File: src/rtl/i2c_eng_pkg.sv
package i2c_eng_pkg;

  localparam int STEP_W = 5;

  typedef enum logic [2:0] {
    OP_START  = 3'd0,
    OP_RSTART = 3'd1,
    OP_STOP   = 3'd2,
    OP_WRITE  = 3'd3,
    OP_READ   = 3'd4
  } op_e;

  typedef struct packed {
    logic scl;
    logic sda;
    logic smp;
  } lines_t;

  function automatic logic op_known(logic [2:0] code);
    return code <= 3'd4;
  endfunction

  function automatic logic [STEP_W-1:0] step_total(op_e op);
    case (op)
      OP_RSTART: return 5'd4;
      OP_WRITE:  return 5'd27;
      OP_READ:   return 5'd20;
      default:   return 5'd3;
    endcase
  endfunction

  function automatic int unsigned phase_len(logic [1:0] cls, int unsigned slow_t,
                                            int unsigned mid_t, int unsigned fast_t);
    if (cls == 2'b00) return slow_t;
    if (cls == 2'b01) return mid_t;
    return fast_t;
  endfunction

  function automatic int unsigned max3(int unsigned a, int unsigned b, int unsigned c);
    int unsigned m;
    m = (a > b) ? a : b;
    return (m > c) ? m : c;
  endfunction

  // Line levels of phase k of a command (1 = released/high).
  function automatic lines_t step_lines(op_e op, logic [STEP_W-1:0] k,
                                        logic [7:0] tx, logic ack_bit);
    lines_t r;
    logic [STEP_W-1:0] j;
    logic [STEP_W-1:0] rem;
    r   = '{scl: 1'b1, sda: 1'b1, smp: 1'b0};
    j   = k / 5'd3;
    rem = k % 5'd3;
    case (op)
      OP_START: begin
        r.scl = (k != 5'd2);
        r.sda = (k == 5'd0);
      end
      OP_RSTART: begin
        r.scl = (k == 5'd1) || (k == 5'd2);
        r.sda = (k < 5'd2);
      end
      OP_STOP: begin
        r.scl = (k != 5'd0);
        r.sda = (k == 5'd2);
      end
      OP_WRITE: begin
        if (k < 5'd24) begin
          r.scl = (rem == 5'd1);
          r.sda = tx[3'd7 - j[2:0]];
        end else begin
          r.scl = (k == 5'd25);
          r.smp = (k == 5'd25);
        end
      end
      OP_READ: begin
        if (k == 5'd0) begin
          r.scl = 1'b0;
        end else if (k < 5'd17) begin
          j     = k - 5'd1;
          r.scl = ~j[0];
          r.smp = ~j[0];
        end else begin
          r.scl = (k == 5'd18);
          r.sda = ack_bit;
        end
      end
      default: ;
    endcase
    return r;
  endfunction

endpackage

File: src/rtl/i2c_phase_timer.sv
module i2c_phase_timer #(
  parameter int CNT_W = 4
) (
  input  logic             clk,
  input  logic             rst_n,
  input  logic             clear,
  input  logic             run,
  input  logic [CNT_W-1:0] len,
  output logic [CNT_W-1:0] count,
  output logic             phase_end
);
  assign phase_end = run && (count == len - CNT_W'(1));

  always_ff @(posedge clk or negedge rst_n) begin
    if (!rst_n)                  count <= '0;
    else if (clear || phase_end) count <= '0;
    else if (run)                count <= count + CNT_W'(1);
  end
endmodule

File: src/rtl/i2c_step_decode.sv
module i2c_step_decode
  import i2c_eng_pkg::*;
(
  input  op_e               op,
  input  logic [STEP_W-1:0] step,
  input  logic [7:0]        tx,
  input  logic              ack_bit,
  output lines_t            lines
);
  assign lines = step_lines(op, step, tx, ack_bit);
endmodule

File: src/rtl/i2c_rx_capture.sv
module i2c_rx_capture (
  input  logic       clk,
  input  logic       rst_n,
  input  logic       clear,
  input  logic       shift_en,
  input  logic       ack_en,
  input  logic       sda_in,
  output logic [7:0] rx_byte,
  output logic       ack_ok
);
  always_ff @(posedge clk or negedge rst_n) begin
    if (!rst_n) begin
      rx_byte <= '0;
      ack_ok  <= 1'b0;
    end else if (clear) begin
      rx_byte <= '0;
      ack_ok  <= 1'b0;
    end else begin
      if (shift_en) rx_byte <= {rx_byte[6:0], sda_in};
      if (ack_en)   ack_ok  <= ~sda_in;
    end
  end
endmodule

File: src/rtl/i2c_bit_engine.sv
module i2c_bit_engine
  import i2c_eng_pkg::*;
#(
  parameter int unsigned SLOW_TICKS = 10,
  parameter int unsigned MID_TICKS  = 3,
  parameter int unsigned FAST_TICKS = 1
) (
  input  logic       clk,
  input  logic       rst_n,
  input  logic [1:0] speed_cls,
  input  logic       cmd_valid,
  input  logic [2:0] cmd_op,
  input  logic       cmd_ack_bit,
  input  logic [7:0] tx_byte,
  input  logic       sda_in,
  output logic       scl_pd,
  output logic       sda_pd,
  output logic       busy,
  output logic       done,
  output logic [7:0] rx_byte,
  output logic       ack_ok
);
  localparam int unsigned MAX_TICKS = max3(SLOW_TICKS, MID_TICKS, FAST_TICKS);
  localparam int CNT_W = (MAX_TICKS < 2) ? 1 : $clog2(MAX_TICKS + 1);

  logic              busy_q, done_q;
  op_e               op_q;
  logic [STEP_W-1:0] step_q;
  logic [7:0]        tx_q;
  logic              ackbit_q;
  logic [CNT_W-1:0]  len_q;
  logic              scl_lvl_q, sda_lvl_q, smp_q;

  // Named internal events used by the checker.
  logic              cmd_take;
  logic              phase_end;
  logic              last_step;
  logic              mid_byte;
  logic [CNT_W-1:0]  tick_cnt;

  op_e               nxt_op;
  logic [STEP_W-1:0] nxt_step;
  logic [7:0]        nxt_tx;
  logic              nxt_ack;
  lines_t            nxt_lines;

  assign cmd_take  = cmd_valid && !busy_q && op_known(cmd_op);
  assign last_step = (step_q == step_total(op_q) - 5'd1);
  assign mid_byte  = busy_q && (op_q == OP_WRITE || op_q == OP_READ) && (step_q != '0);

  assign nxt_op   = cmd_take ? op_e'(cmd_op) : op_q;
  assign nxt_step = cmd_take ? '0 : step_q + 5'd1;
  assign nxt_tx   = cmd_take ? tx_byte : tx_q;
  assign nxt_ack  = cmd_take ? cmd_ack_bit : ackbit_q;

  i2c_step_decode u_decode (
    .op      (nxt_op),
    .step    (nxt_step),
    .tx      (nxt_tx),
    .ack_bit (nxt_ack),
    .lines   (nxt_lines)
  );

  i2c_phase_timer #(.CNT_W(CNT_W)) u_timer (
    .clk       (clk),
    .rst_n     (rst_n),
    .clear     (cmd_take),
    .run       (busy_q),
    .len       (len_q),
    .count     (tick_cnt),
    .phase_end (phase_end)
  );

  i2c_rx_capture u_capture (
    .clk      (clk),
    .rst_n    (rst_n),
    .clear    (cmd_take),
    .shift_en (phase_end && smp_q && op_q == OP_READ),
    .ack_en   (phase_end && smp_q && op_q == OP_WRITE),
    .sda_in   (sda_in),
    .rx_byte  (rx_byte),
    .ack_ok   (ack_ok)
  );

  always_ff @(posedge clk or negedge rst_n) begin
    if (!rst_n) begin
      busy_q    <= 1'b0;
      done_q    <= 1'b0;
      op_q      <= OP_START;
      step_q    <= '0;
      tx_q      <= '0;
      ackbit_q  <= 1'b0;
      len_q     <= CNT_W'(FAST_TICKS);
      scl_lvl_q <= 1'b1;
      sda_lvl_q <= 1'b1;
      smp_q     <= 1'b0;
    end else begin
      done_q <= 1'b0;
      if (cmd_take) begin
        busy_q    <= 1'b1;
        op_q      <= nxt_op;
        step_q    <= '0;
        tx_q      <= tx_byte;
        ackbit_q  <= cmd_ack_bit;
        len_q     <= CNT_W'(phase_len(speed_cls, SLOW_TICKS, MID_TICKS, FAST_TICKS));
        scl_lvl_q <= nxt_lines.scl;
        sda_lvl_q <= nxt_lines.sda;
        smp_q     <= nxt_lines.smp;
      end else if (phase_end) begin
        if (last_step) begin
          busy_q <= 1'b0;
          done_q <= 1'b1;
          smp_q  <= 1'b0;
        end else begin
          step_q    <= nxt_step;
          scl_lvl_q <= nxt_lines.scl;
          sda_lvl_q <= nxt_lines.sda;
          smp_q     <= nxt_lines.smp;
        end
      end
    end
  end

  assign scl_pd = ~scl_lvl_q;
  assign sda_pd = ~sda_lvl_q;
  assign busy   = busy_q;
  assign done   = done_q;
endmodule

File: config.mk
export PLATFORM = sky130hd
export DESIGN_NAME = i2c_bit_engine
export DESIGN_NICKNAME = d
export VERILOG_FILES = /design/src/rtl/i2c_eng_pkg.sv /design/src/rtl/i2c_phase_timer.sv /design/src/rtl/i2c_step_decode.sv /design/src/rtl/i2c_rx_capture.sv /design/src/rtl/i2c_bit_engine.sv
export SDC_FILE = /design/constraint.sdc
export NUM_CORES = 1
export LEC_CHECK = 0
export BUFFER_PORTS_ARGS = -buffer_cell sky130_fd_sc_hd__buf_2
export CAP_MARGIN = 5
export CORE_MARGIN = 4
export CORE_UTILIZATION = 30
export DETAILED_ROUTE_END_ITERATION = 7
export PLACE_DENSITY = 0.44
export SYNTH_ARGS = -nofsm -noshare
export SYNTH_HDL_FRONTEND = slang
export SYNTH_HIERARCHICAL = 1
export SYNTH_SLANG_ARGS = --single-unit
File: constraint.sdc
create_clock -name clk -period 5.7 [get_ports clk]
set_input_delay 0.57 -clock clk [delete_from_list [all_inputs] [get_ports clk]]
set_output_delay 0.57 -clock clk [all_outputs]
set_load 0.005 [all_outputs]
[Word-level counts from Yosys, hierarchy flattened]
Index checks and enable logic that the tools add are counted.
Word-level totals
  register bits after elaboration: 39
  input port bits: 18
  output and inout port bits: 13
  word-level logic and storage cells: 117
Operators by class
  add/sub/neg operators: 6
  div/mod/pow operators: 2
  magnitude comparators: 5
  equality and inequality tests: 17
  mux-type cells: 50
  bitwise logic cells: 4
  reductions and logical operators: 20
Operators with widths (count)
  1-bit two-way mux: 31
  4-bit two-way mux: 6
  8-bit two-way mux: 3
  5-bit two-way mux: 4
  5-bit one-hot mux with 3 select lines: 1
  5-bit by 1-bit == test with 1-bit output, second input constant: 2
  5-bit == test, second input constant: 2
  5-bit less-than comparator, second input constant: 2
  2-bit one-hot mux with 5 select lines: 1
  2-bit nonzero test: 5
  3-bit by 2-bit == test with 1-bit output, second input constant: 3
  3-bit by 1-bit == test with 1-bit output, second input constant: 2
  3-bit == test, second input constant: 2
  1-bit logical AND: 6
  5-bit by 1-bit adder with 5-bit output, second input constant: 1
  5-bit by 2-bit divider with 5-bit output, second input constant: 1
  5-bit by 2-bit == test with 1-bit output, second input constant: 1
  5-bit == test: 1
  5-bit zero test: 1
  5-bit by 2-bit less-than comparator with 1-bit output, second input constant: 1
  5-bit by 2-bit modulo with 5-bit output, second input constant: 1
  5-bit by 2-bit inequality test with 1-bit output, second input constant: 1
  5-bit nonzero test: 1
  5-bit by 1-bit subtractor with 5-bit output, second input constant: 1
  19 further kinds: 24

[Longest topological paths before layout]
Gate-level depths: netlist (run 1).
  depth after elaboration: 13
  mapped depth: 23
  gate-level depth less buffers: 18

[By module]
The synthesis (run 1) kept the hierarchy.
Modules (own cells, without submodules)
  i2c_bit_engine: instances 1, cells an instance 132, area each 1227.4 µm², sequential area each 629.4 µm²
  i2c_step_decode: instances 1, cells an instance 111, area each 752.0 µm², sequential area each 0.0 µm²
  i2c_rx_capture: instances 1, cells an instance 30, area each 369.1 µm², sequential area each 225.2 µm²
  i2c_phase_timer: instances 1, cells an instance 26, area each 275.3 µm², sequential area each 100.1 µm²

[Worst setup path before layout (run 1)]
Ideal clock, no wire load.
  path type: input to register
  from: in cmd_op[1]
  to: reg scl_lvl_q
  library setup time: 59 ps
  arrival: 4531 ps
  required time: 5641 ps
  slack: 1109 ps
  cell stages on the path: 22
  path buffers: 5
  cell sequence: or2_1 a21o_1 buf_2 inv_2 clkbuf_1 nor2_1 buf_4 clkbuf_1 ha_1 buf_2 nor3b_1 a21oi_1 a21o_1 ha_1 inv_1 o22ai_1 a21oi_1 a211o_1 nor4b_1 nor3_1 o311ai_1 mux2_4
RTL lines
  from (decl): RTL line i2c_bit_engine.sv:12  | input logic [2:0] cmd_op,
  to (signal assigned): RTL line i2c_bit_engine.sv:106  | scl_lvl_q <= nxt_lines.scl;
  to (signal assigned): RTL line i2c_bit_engine.sv:116  | scl_lvl_q <= nxt_lines.scl;
  to (decl): RTL line i2c_bit_engine.sv:32  | logic scl_lvl_q, sda_lvl_q, smp_q;

==> reports/qor.yml, run 1 <==
final_layout:
  nets: 348
  drive_above_1_share_pct: 20.0
  postLayoutCoreUtil_pct: 35.0
  layout_commonest_cell: "nand2_1"
  multi_input_area_um2: 1520
  syn2layout_area_growth_pct: 11.9
  num_antenna_cells: 0
  ff_latch_area_um2: 955
  fin_area_um2: 2940
  layout_common_cells: "nand2_1 (50), dfrtp_1 (35), buf_2 (30), nor2_1 (29), a21oi_1 (18)"
  final_cells: 430
  fillerInstances: 899
placement:
  dp_cells: 422
  gp_congestion: 0.812
  portBuffers: 30
  dp_hpwl_mm: 4.37
  place_area_um2: 2850
setup_path:
  reg2reg_to: "scl_lvl_q"
  worst_setup_path_start_kind: "register"
  rrSetupSlack_ns: 1.35
  endpoint: "scl_lvl_q"
  r2r.worst_path.cells: 18
  crit_fanout: 16
  cp_num_buf_inv: 2
  crit_chain: "ha_1 -> nand3_1 -> xor2_1 -> nor2_1 -> buf_4 -> ha_1 -> mux2i_1 -> a21oi_1 -> a21o_1 -> ha_1 -> inv_1 -> o22ai_1 -> a21oi_1 -> a211o_1 -> nor4b_1 -> nor3_1 -> o311ai_1 -> mux2_4"
  slowest_delay_ns: 0.49
  endpoint_kind: "register"
  critPathTopFamily: "compound AO/OA/AOI/OAI gates"
  cpMostUsedCell: "ha_1"
  cp_slowest_cell: "ha_1"
  crit_path_start: "step_q[0]"
  path_class: "register to register"
  cp.required_ns: 5.93
  r2r-start: "step_q[0]"
  crit_cells: 18
  cp.arrival_ns: 4.59
die:
  core_um2: 8380
  dieArea_um2: 10300
  die_w_um: 102
  start_util_pct: 31.3
  io_pins: 31
  fp.dieH_um: 102
  rows: 33
global_route:
  grt.total_usage_pct: 12.6
  antenna_found_initial: 0
  grt-ovfl-total: 0
  grt_pass1_wl_mm: 10.3
  grt_max_degree: 39
  grt_pass1_vias: 2069
logic_synthesis:
  syn_area_per_cell_um2: 8.78
  yosysWarnings: 6
  synth-edff-count: 0
  synthArstFlopShare_pct: 100
  syn_inst: 299
  synth_ff_type: "dfrtp_1"
  synth_top_area_share_pct: 33.4
  syn_area_um2: 2620
  synthDistinctLibCells: 61
  synth.area.top_cells: "dfrtp_1 (33%), nand2_1 (7.2%), mux2i_1 (4.6%), nor2_1 (4.1%), a21oi_1 (3.4%)"
  ys_seq_area_share_pct: 36.4
  synth_top_cell_by_area: "dfrtp_1"
  yosys_register_bits: 38
sta:
  timing.fmax_mhz: 230
  setup_violations: 0
  finalMaxSlewViolations: 0
  skew_ns: 0.00364
  hold_viol: 0
  rsz0062_at_grt: "no"
  fin_crit_sh_pct: 76.3
  tightestPinTransition_ns: 0.845
  setup_tns_ns: 0
  finalCriticalPeriod_ns: 4.35
  whs_ns: 0.380
  slew-limit-headroom_pct: 43.7
clock_tree:
  cts.sinks: 38
  ctsRootBufferMaster: "clkbuf_8"
  clk-insertion-delay-late_ns: 0.29
  cts.clk_slew.worst_paths_ns: 0.08
  cts_htree_levels: 2
  post_cts_buffers: 0
  cts_hold_buf: 0
  cts_buffers: 5
  cts_buffer_depth: 2
  cts_resized: 0
  tritoncts: "yes"
routing:
  ant_nets: 0
  routed_wl_mm: 6.06
  first_pass_iters: 4
  route.vias.total: 2134
  first_iter_violations: 58
  post-route-drc-count: 0
  via_per_inst: 4.96
  avgRoutedWirePerCell_um: 14.1
power:
  power.leakage_nw: 1.36
  peakVddDrop_mv: 0.200
  power.density_nw_per_um2: 551
hold_path:
  hold_class: "input pin to asynchronous set/reset pin"
flow_run:
  max_cap_violations: 0
outcome:
  status: "complete, no violations"
-- sequential cells by signal (all words and copies together) (netlist names) --
| name | flops |
|---|---|
| ackbit_q | 1 |
| busy | 1 |
| done | 1 |
| len_q | 3 |
| op_q | 3 |
| scl_lvl_q | 1 |
| sda_lvl_q | 1 |
| smp_q | 1 |
| step_q | 5 |
| tx_q | 8 |
| u_capture/ack_ok | 1 |
| u_capture/rx_byte | 8 |
| u_timer/count | 4 |
-- metrics by stage --
step	total power, mW	worst slack [ns]
3_3_place_gp	1.44	1.16
6_report	1.62	1.35
4_1_cts	1.63	1.36
5_1_grt	1.78	0.955
2_1_floorplan	1.24	1.11
3_5_place_dp	1.43	1.16
-- power breakdown --
part           switching (mW)  total, mW  internal, mW  leakage (nW)
Sequential             0.0819      0.444         0.363         0.485
Combinational           0.544      0.979         0.435         0.828
Clock                  0.0962      0.194        0.0977        0.0482
-- cell families after synthesis --
| family | Yosys count | share of synthesized area (%) |
|---|---|---|
| AOI/OAI and AO/OA | 56 | 16.1 |
| xor gates and xnor gates | 17 | 5.67 |
| adders and majority gates | 6 | 2.86 |
| buffers and inverters | 30 | 5.87 |
| DFF | 38 | 36.4 |
| muxes | 16 | 7.44 |
| other | 1 | 0.143 |
| and+or+nand+nor | 135 | 25.6 |
-- worst min path at each step --
stage | startpoint | endpoint | slack (ns) | cells past startpoint
floorplan | rst_n | ackbit_q | 0.27 | 0
global placement | tx_q[2] | tx_q[2] | 0.45 | 2
detailed placement | tx_q[3] | tx_q[3] | 0.46 | 2
CTS | rst_n | len_q[1] | 0.42 | 1
global route | rst_n | len_q[1] | 0.46 | 1
finish | rst_n | u_capture/rx_byte[7] | 0.38 | 1
-- cell usage after synthesis (5+ instances only) --
library cell / instances
nand2_1: 50
dfrtp_1: 35
nor2_1: 29
a21oi_1: 18
mux2i_1: 12
nor3_1: 10
xor2_1: 10
clkbuf_1: 8
inv_1: 7
xnor2_1: 7
buf_2: 6
ha_1: 6
nand3_1: 6
nor2b_1: 6
a21o_1: 5
nand2b_1: 5
nor3b_1: 5
-- metal layers --
| layer | global-route usage [%] | vias to the layer above | share of wire, % | wire, um |
|---|---|---|---|---|
| met4 | 3.78 | 0 | 1.6 | 96 |
| met5 | 0 | - | 0 | 0 |
| met2 | 20.3 | 40 | 45 | 2750 |
| met1 | 17.0 | 998 | 49 | 2980 |
| li1 | - | 1089 | - | - |
| met3 | 2.62 | 7 | 3.9 | 237 |
-- layout make-up --
cell class	instances	share of cell area, %
multi-input combinational	232	51.7
sequential	38	32.5
timing repair buffer	37	6.90
tap	105	4.47
clock buffer	7	2.94
inverter	10	1.28
clock inverter	1	0.170
No activity file was read; power rests on OpenSTA's default activity.
==> inputs of run 2 (changes only) <==
- ABC_AREA: not set -> 1
- clock period: 5.7 -> 4.05 ns (I/O delays scaled with it)
==> run 2 against run 1 <==
  * Sequential power rose by 41%
  * Sequential share of layout area fell by 1.4 points
  * Worst hold slack got worse by 0.14 ns
  * Utilization rose by 1.8 points
  * Non-clock buffer count rose by 1
  * Count of clock-buffer cells in the layout fell by 1
  * Final area rose by 4.5%
  * Critical path depth rose by 7
  * Flip-flop and latch count did not move
  * Via count rose by 9.9%
  * Area after synthesis fell by 0.48%
  * Critical endpoint is now sda_lvl_q
==> reports/qor.yml, run 2 <==
flow_run:
  max_cap_violations: 0
sta:
  finalMaxSlewViolations: 0
  rsz0062_at_grt: "no"
  tightestPinTransition_ns: 0.902
  setup_tns_ns: 0
  slew-limit-headroom_pct: 39.9
  skew_ns: 0.00253
  fin_crit_sh_pct: 81.9
  timing.fmax_mhz: 301
  setup_violations: 0
  finalCriticalPeriod_ns: 3.32
  hold_viol: 0
final_layout:
  postLayoutCoreUtil_pct: 36.8
  syn2layout_area_growth_pct: 17.5
  num_antenna_cells: 0
  layout_commonest_cell: "nand2_1"
  reg_top3: "tx_q (8), u_capture/rx_byte (8), step_q (5)"
  drive_above_1_share_pct: 22.9
  nets: 429
  layout_common_cells: "nand2_1 (114), nand3_1 (41), inv_1 (39), dfrtp_1 (35)"
die:
  rows: 33
  core_um2: 8340
  start_util_pct: 31.3
  dieArea_um2: 10300
  io_pins: 31
  die_w_um: 101
  fp.dieH_um: 101
hold_path:
  hold_class: "input pin to asynchronous set/reset pin"
placement:
  portBuffers: 30
  dp_hpwl_mm: 4.76
  gp_congestion: 0.770
setup_path:
  cp.arrival_ns: 3.54
  endpoint_kind: "register"
  cpMostUsedCell: "nand3_1"
  path_class: "register to register"
  cp.required_ns: 4.28
  slowest_delay_ns: 0.45
  worst_setup_path_start_kind: "register"
  crit_fanout: 6
  cp_slowest_cell: "dfrtp_1"
clock_tree:
  cts_buffer_depth: 2
  cts_buffers: 5
  cts_hold_buf: 0
  tritoncts: "yes"
  cts.sinks: 38
  post_cts_buffers: 0
  ctsRootBufferMaster: "clkbuf_8"
  cts_htree_levels: 2
  clk-insertion-delay-late_ns: 0.29
  cts_resized: 0
  cts.clk_slew.worst_paths_ns: 0.08
global_route:
  grt_max_degree: 39
  antenna_found_initial: 0
  grt_pass1_vias: 2245
  grt_pass1_wl_mm: 10.6
  grt-ovfl-total: 0
  grt.total_usage_pct: 12.9
logic_synthesis:
  synthTopCellsByCount: "nand2_1 (114), nand3_1 (41), inv_1 (39)"
  syn_area_per_cell_um2: 7.17
  synth-edff-count: 0
  synth_top_area_share_pct: 33.5
  synth_most_common_cell: "nand2_1"
  syn_area_um2: 2610
  ys_seq_area_share_pct: 36.6
  yosysWarnings: 6
  yosys_register_bits: 38
  synth_ff_type: "dfrtp_1"
  synthDistinctLibCells: 35
  synthArstFlopShare_pct: 100
  synth_top_cell_by_area: "dfrtp_1"
  syn_inst: 364
  synth.area.top_cells: "dfrtp_1 (34%), nand2_1 (16%), nand3_1 (7.9%), inv_1 (5.6%), nor2_1 (4.3%)"
power:
  p_comb_share_pct: 59.1
  peakVddDrop_mv: 0.354
  power.leakage_nw: 1.65
  seqPwrFrac_pct: 24.9
  power.density_nw_per_um2: 818
  p_int_mw: 1.33
  power.share.clock_pct: 16.0
  power.switching_mw: 1.17
  switching_share_pct: 46.8
routing:
  first_iter_violations: 100
  via_per_inst: 4.59
  post-route-drc-count: 0
  first_pass_iters: 4
  routed_wl_mm: 6.24
  avgRoutedWirePerCell_um: 12.2
  route.vias.total: 2346
  ant_nets: 0
outcome:
  status: "complete, no violations"
run 2: cell count changes after synthesis, sizes merged, moves of 5 or more:
| cell | previous run | this run |
|---|---|---|
| nand2 | 50 | 132 |
| nor3b | 7 | 0 |
| nand3 | 6 | 46 |
| mux2i | 12 | 2 |
| a21oi | 18 | 7 |
| buf | 12 | 4 |
| xor2 | 10 | 3 |
| inv | 10 | 48 |
| nand2b | 5 | 0 |
| clkbuf | 8 | 1 |
| o21ai | 8 | 13 |
| nor2b | 6 | 0 |
| nor2 | 29 | 39 |
run 2: per-stage QoR:
step | cell area, um^2 | setup WS (ns) | hold WS [ns] | cells | total power, mW
after floorplan | 2620 | 0.925 | 0.109 | 365 | 1.78
after global placement | 2930 | 0.456 | 0.454 | 503 | 2.14
after detailed placement | 2930 | 0.381 | 0.463 | 503 | 2.13
after CTS | 3070 | 0.707 | 0.268 | 511 | 2.55
after global routing | 3070 | 0.344 | 0.307 | 511 | 2.79
final | 3070 | 0.733 | 0.241 | 511 | 2.51
run 2: critical path, delay by kind of cell, from the launching register on:
| family | cells | cell delay, ns |
|---|---|---|
| AND/OR/NAND/NOR | 18 | 1.68 |
| adder cells (fa/ha/maj) | 2 | 0.51 |
| flip-flops | 1 | 0.45 |
| AO/OA/AOI/OAI | 2 | 0.21 |
| buffers and inverters | 2 | 0.21 |
| multiplexers | 1 | 0.20 |
run 2: path summary, 6_finish.rpt:
check,end,slack (ns),depth (start not counted),from
min in group clk,len_q[1],0.33,2,speed_cls[1]
min reg2reg,u_capture/rx_byte[7],0.47,2,u_capture/rx_byte[7]
max in group asynchronous,tx_q[1],3.25,1,rst_n
max reg2reg,sda_lvl_q,0.73,25,step_q[0]
min,u_timer/count[1],0.24,1,rst_n
max,sda_lvl_q,0.73,25,step_q[0]
run 2: cells by family (layout without fill, tap and decap cells):
family	after synthesis	after routing	share of synthesized area [%]
adders and majority gates	6	6	2.87
other	1	2	0.144
and+or+nand+nor	233	233	43.4
buffers and inverters	53	94	8.05
DFF	38	38	36.6
xor gates and xnor gates	6	6	2.01
AOI/OAI and AO/OA	25	25	5.70
muxes	2	2	1.25
run 2: power by group through the flow:
stage                     clock (mW)  sequential [mW]  combinational, mW
final                          0.402            0.625               1.48
after CTS                      0.416            0.626               1.51
after floorplan                    0            0.613               1.16
after global routing           0.433            0.641               1.71
after global placement             0            0.634               1.50
after detailed placement           0            0.632               1.50
run 2: metal layers:
layer / GRT usage (%) / share of wire, %
met4: 3.99 / 1.4
met5: 0 / 0
met1: 17.1 / 48
met3: 1.86 / 3.0
met2: 21.6 / 48
run 2: cell type report:
class	count	area (um^2)
timing repair buffer	38	210
clock inverter	2	60.1
tap	105	131
multi-input combinational	274	1450
clock buffer	6	82.6
fill	906	5270
inverter	48	180
sequential	38	955
